===== src/rtl/conv_sched_pkg.sv =====
package conv_sched_pkg;
  typedef enum logic [1:0] {
    ST_IDLE = 2'd0,
    ST_CONV = 2'd1,
    ST_UPD  = 2'd2
  } sched_st_e;
endpackage


===== src/rtl/conv_period_timer.sv =====
module conv_period_timer #(
  parameter int unsigned PERIOD_S = 64
) (
  input  logic clk_i,
  input  logic rst_ni,
  input  logic tick_i,
  output logic due_o
);
  localparam int unsigned CntW = (PERIOD_S > 2) ? $clog2(PERIOD_S) : 1;
  localparam logic [CntW-1:0] Last = CntW'(PERIOD_S - 1);

  logic [CntW-1:0] cnt_q;
  logic            wrap;

  assign wrap  = (cnt_q == Last);
  assign due_o = tick_i & wrap;

  always_ff @(posedge clk_i or negedge rst_ni) begin
    if (!rst_ni)      cnt_q <= '0;
    else if (tick_i)  cnt_q <= wrap ? '0 : cnt_q + 1'b1;
  end
endmodule


===== src/rtl/conv_sched_fsm.sv =====
module conv_sched_fsm
  import conv_sched_pkg::*;
(
  input  logic clk_i,
  input  logic rst_ni,
  input  logic due_i,
  input  logic force_wr_i,
  input  logic done_i,
  output logic start_o,
  output logic busy_o,
  output logic force_o,
  output logic load_upd_o
);
  sched_st_e st_q, st_d;
  logic      pend_q, pend_d;
  logic      start_q, start_d;
  logic      force_q, force_d;

  always_comb begin
    st_d    = st_q;
    start_d = 1'b0;
    force_d = force_q;
    unique case (st_q)
      ST_IDLE: begin
        if (force_wr_i || pend_q || due_i) begin
          st_d    = ST_CONV;
          start_d = 1'b1;
        end
        if (force_wr_i) force_d = 1'b1;
      end
      ST_CONV: if (done_i) st_d = ST_UPD;
      ST_UPD: begin
        force_d = 1'b0;
        // back-to-back periodic run held while busy
        if (pend_q || due_i) begin
          st_d    = ST_CONV;
          start_d = 1'b1;
        end else begin
          st_d = ST_IDLE;
        end
      end
      default: st_d = ST_IDLE;
    endcase
    pend_d = start_d ? 1'b0 : (pend_q | due_i);
  end

  always_ff @(posedge clk_i or negedge rst_ni) begin
    if (!rst_ni) begin
      st_q    <= ST_IDLE;
      pend_q  <= 1'b0;
      start_q <= 1'b0;
      force_q <= 1'b0;
    end else begin
      st_q    <= st_d;
      pend_q  <= pend_d;
      start_q <= start_d;
      force_q <= force_d;
    end
  end

  assign start_o    = start_q;
  assign busy_o     = (st_q != ST_IDLE);
  assign force_o    = force_q;
  assign load_upd_o = (st_q == ST_UPD);
endmodule


===== src/rtl/conv_sched.sv =====
module conv_sched #(
  parameter int unsigned PERIOD_S = 64
) (
  input  logic clk_i,
  input  logic rst_ni,
  input  logic tick_1hz_i,
  input  logic force_wr_i,
  input  logic done_i,
  output logic start_o,
  output logic busy_o,
  output logic force_o,
  output logic load_upd_o
);
  logic due;

  conv_period_timer #(.PERIOD_S(PERIOD_S)) u_timer (
    .clk_i  (clk_i),
    .rst_ni (rst_ni),
    .tick_i (tick_1hz_i),
    .due_o  (due)
  );

  conv_sched_fsm u_fsm (
    .clk_i      (clk_i),
    .rst_ni     (rst_ni),
    .due_i      (due),
    .force_wr_i (force_wr_i),
    .done_i     (done_i),
    .start_o    (start_o),
    .busy_o     (busy_o),
    .force_o    (force_o),
    .load_upd_o (load_upd_o)
  );
endmodule


===== config.mk =====
export PLATFORM = sky130hd
export DESIGN_NAME = conv_sched
export DESIGN_NICKNAME = d
export VERILOG_FILES = /design/src/rtl/conv_sched_pkg.sv /design/src/rtl/conv_period_timer.sv /design/src/rtl/conv_sched_fsm.sv /design/src/rtl/conv_sched.sv
export SDC_FILE = /design/constraint.sdc
export NUM_CORES = 1
export LEC_CHECK = 0
export CAP_MARGIN = 0
export CORE_AREA = 2 2 39 41
export DETAILED_ROUTE_END_ITERATION = 10
export DIE_AREA = 0 0 41 43
export SLEW_MARGIN = 20
export SYNTH_ARGS = -nofsm -noshare
export SYNTH_HDL_FRONTEND = slang
export SYNTH_SLANG_ARGS = --single-unit

===== constraint.sdc =====
create_clock -name clk_i -period 2.8 [get_ports clk_i]
set_input_delay 0.28 -clock clk_i [delete_from_list [all_inputs] [get_ports clk_i]]
set_output_delay 0.28 -clock clk_i [all_outputs]
set_load 0.02 [all_outputs]

==> impl_metrics.csv <==
group,metric,value,unit
run_status,outcome,"finished, final reports clean",
worst_hold_path,min_path_type,"in2async",
cells_and_area,layout.nets,63,
clock_network,cts_sinks,11,
clock_network,cts_buffer_depth,2,
cells_and_area,drive_gt1_frac,0.107,
clock_network,holdBufCountCts,0,
die,die_area,1760,sq um
synthesis,synthXorXnorAreaFrac,0.0543,
global_routing,grt_max_degree,12,
clock_network,cts.htree.levels,1,
power,ir_worst_vdd,0.000300,V
synthesis,ys_types,18,
drt,drt_wl_total,806,microns
global_routing,grt_pass1_wl,1350,microns
synthesis,synth_top_family_by_area,"simple AND/OR/NAND/NOR gates",
timing,tns,0,ps
cells_and_area,antenna_cells,0,
power,p_per_area,891,nW/um^2
power,leakage,0.270,nW
drt,route.detailed.drc,0,
synthesis,syn_inst,44,
synthesis,synthTopCellsByArea,"dfrtp_1, inv_1, nand4_1",
worst_setup_path,worst-setup-path-type,"reg2out",
worst_setup_path,cp-start-kind,"flip-flop",
clock_network,post_cts_resize_count,0,
global_routing,first_global_vias,342,
synthesis,ys_ff_latch,11,
placement,place_congestion,0.674,
drt,dr_wl_met2,323,microns
cells_and_area,final_cells,72,
synthesis,synth-compound-area-share,0.121,
drt,initialDrtViolationCount,4,
die,die_h,43,microns
timing,post-route-min-period,1820,ps
drt,vias,348,
timing,finClkSkew,9.49,ps
worst_setup_path,cp.required,2520,ps
worst_setup_path,crit_buf_inv,1,
timing,period_share,0.649,
synthesis,synthAdderAreaFrac,0.0258,
die,ios,9,
placement,dp.cells,68,
clock_network,clockRootBuffer,"clkbuf_4",
drt,avgViaCountPerCell,4.83,
synthesis,synthMuxAreaShare,0.0439,
synthesis,ys_seq_area_frac,0.568,
run,drv_cap,0,
worst_setup_path,critPathMaxFanout,7,
worst_setup_path,crit_arrival,1540,ps
timing,layout_setup_ws,983,ps
global_routing,overflow,0,
synthesis,synth_fp_nets,50,
synthesis,synth_top_area_share,0.568,
timing,report.final.slew_viol_count,0,
timing,final-hold-violation-count,0,
timing,max_freq,550,MHz
timing,setup-violations-final,0,
synthesis,synth_area_per_cell,11.0,sq um
synthesis,synth_warnings,0,
drt,first_pass_iters,2,
worst_setup_path,end_kind,"output port",
synthesis,syn_area,484,sq um
die,core_area,1380,sq um
synthesis,yosys.area.top_type,"dfrtp_1",
clock_network,cts_setup_buffers,0,
global_routing,grt_usage,0.116,
clock_network,insertion_delay,270,ps
global_routing,antenna_found_initial,0,
drt,routedWlPerCell,11.2,microns
die,die_w,41,microns
synthesis,synth-simple-area-share,0.147,
worst_setup_path,slowest_stage,"clkdlybuf4s50_1",
clock_network,cts-buffers-inserted,3,
worst_setup_path,path_delay_family,"buffers and inverters",
worst_setup_path,path_cells,"nor2_1, clkdlybuf4s50_1",
timing,rsz0062_at_grt,"no",
cells_and_area,area_delta_synth_final,26.4,%
drt,wl_met3,47,microns
worst_setup_path,cp-startpoint,"u_fsm.st_q[0]",
die,initial_core_util,0.350,
timing,worst_slew_pin_slew,489,ps
clock_network,path_clk_slew,80,ps
placement,numPortBuffers,8,
worst_setup_path,r2r-start,"u_timer.cnt_q[0]",
placement,dp_slack,1300,ps
drt,antenna_left,0,
drt,wl_met1,436,microns
drt,routed.top_layer,"met3",
worst_setup_path,slowest_delay,630,ps
die,placementRows,14,
timing,relSlewSlack,0.673,
clock_network,tritoncts,"done",
## area by class of cell
cell class	count	area [sq um]
Timing Repair Buffer	8	80.1
Clock buffer	3	22.5
Clock inverter	1	5.00
Fill cell	138	772
Tap cell	16	20.0
Sequential cell	11	275
Multi-Input combinational cell	28	190
Inverter	5	18.8
## per-layer routing
layer | track usage | vias to the layer above
met5 | 0 | -
met2 | 0.144 | 8
met1 | 0.168 | 164
met4 | 0.0800 | 0
li1 | - | 176
met3 | 0.0314 | 0
## synth_stat cells, drive strengths merged
cell / instances
ha: 1
o221a: 1
nand2: 4
mux2: 1
o22ai: 1
nand4: 4
o21ai: 2
o31ai: 1
mux2i: 1
o21a: 1
a21oi: 2
nor2: 5
inv: 5
dfrtp: 11
xor2: 1
xnor2: 2
and3: 1
## flip-flops by register name, indices dropped and copies added, names as in the netlist
| register | flops |
|---|---|
| u_fsm.force_o | 1 |
| u_fsm.pend_q | 1 |
| u_fsm.st_q | 2 |
| u_fsm.start_o | 1 |
| u_timer.cnt_q | 6 |
## power by group
part	internal [W]	switching, W
Sequential	0.000212	0.0000600
Combinational	0.0000857	0.0000797
Clock	0.0000528	0.0000543
## kinds of logic after synthesis
| logic type | after synthesis |
|---|---|
| simple gates | 14 |
| flops | 11 |
| compound gates | 8 |
| buf+inv | 5 |
| xor+xnor | 3 |
| mux | 2 |
| fa+ha+maj | 1 |
## metrics by stage
| step | hold WS, ps | total power (W) | util | instance area (sq um) |
|---|---|---|---|---|
| 4_1_cts | 356 | 0.000552 | 0.442 | 612 |
| 3_5_place_dp | 480 | 0.000441 | 0.422 | 584 |
| 5_1_grt | 379 | 0.000588 | 0.442 | 612 |
| 3_3_place_gp | 475 | 0.000442 | 0.422 | 584 |
| 6_report | 337 | 0.000545 | 0.442 | 612 |
| 2_1_floorplan | -15.6 | 0.000373 | - | 484 |
## path summary, 6_finish.rpt
check | endpoint | slack, ps | depth (start not counted)
setup / recovery | load_upd_o | 980 | 2
hold / removal | u_timer.cnt_q[0] | 340 | 1
setup reg to reg | u_fsm.st_q[0] | 1540 | 4
hold reg to reg | u_fsm.pend_q | 500 | 1
max in group asynchronous | u_fsm.force_o | 2120 | 1
min in group clk_i | u_fsm.pend_q | 500 | 1
## cells in the final DEF (no fill, tap or decap)
master	Yosys	routed
a21oi_1	2	2
mux2i_1	1	1
ha_1	1	1
o221a_1	1	1
clkinv_2	0	1
mux2_1	1	1
dfrtp_1	11	11
and3_1	1	1
nand4_1	3	3
clkdlybuf4s50_1	0	8
o22ai_2	1	1
inv_1	5	5
o31ai_1	1	1
o21ai_1	2	2
clkbuf_4	0	3
xnor2_1	2	2
o21a_1	1	1
nand4_2	1	1
xor2_1	1	1
nor2_1	5	5
nand2_1	4	4
No activity file was read; power rests on OpenSTA's default activity.
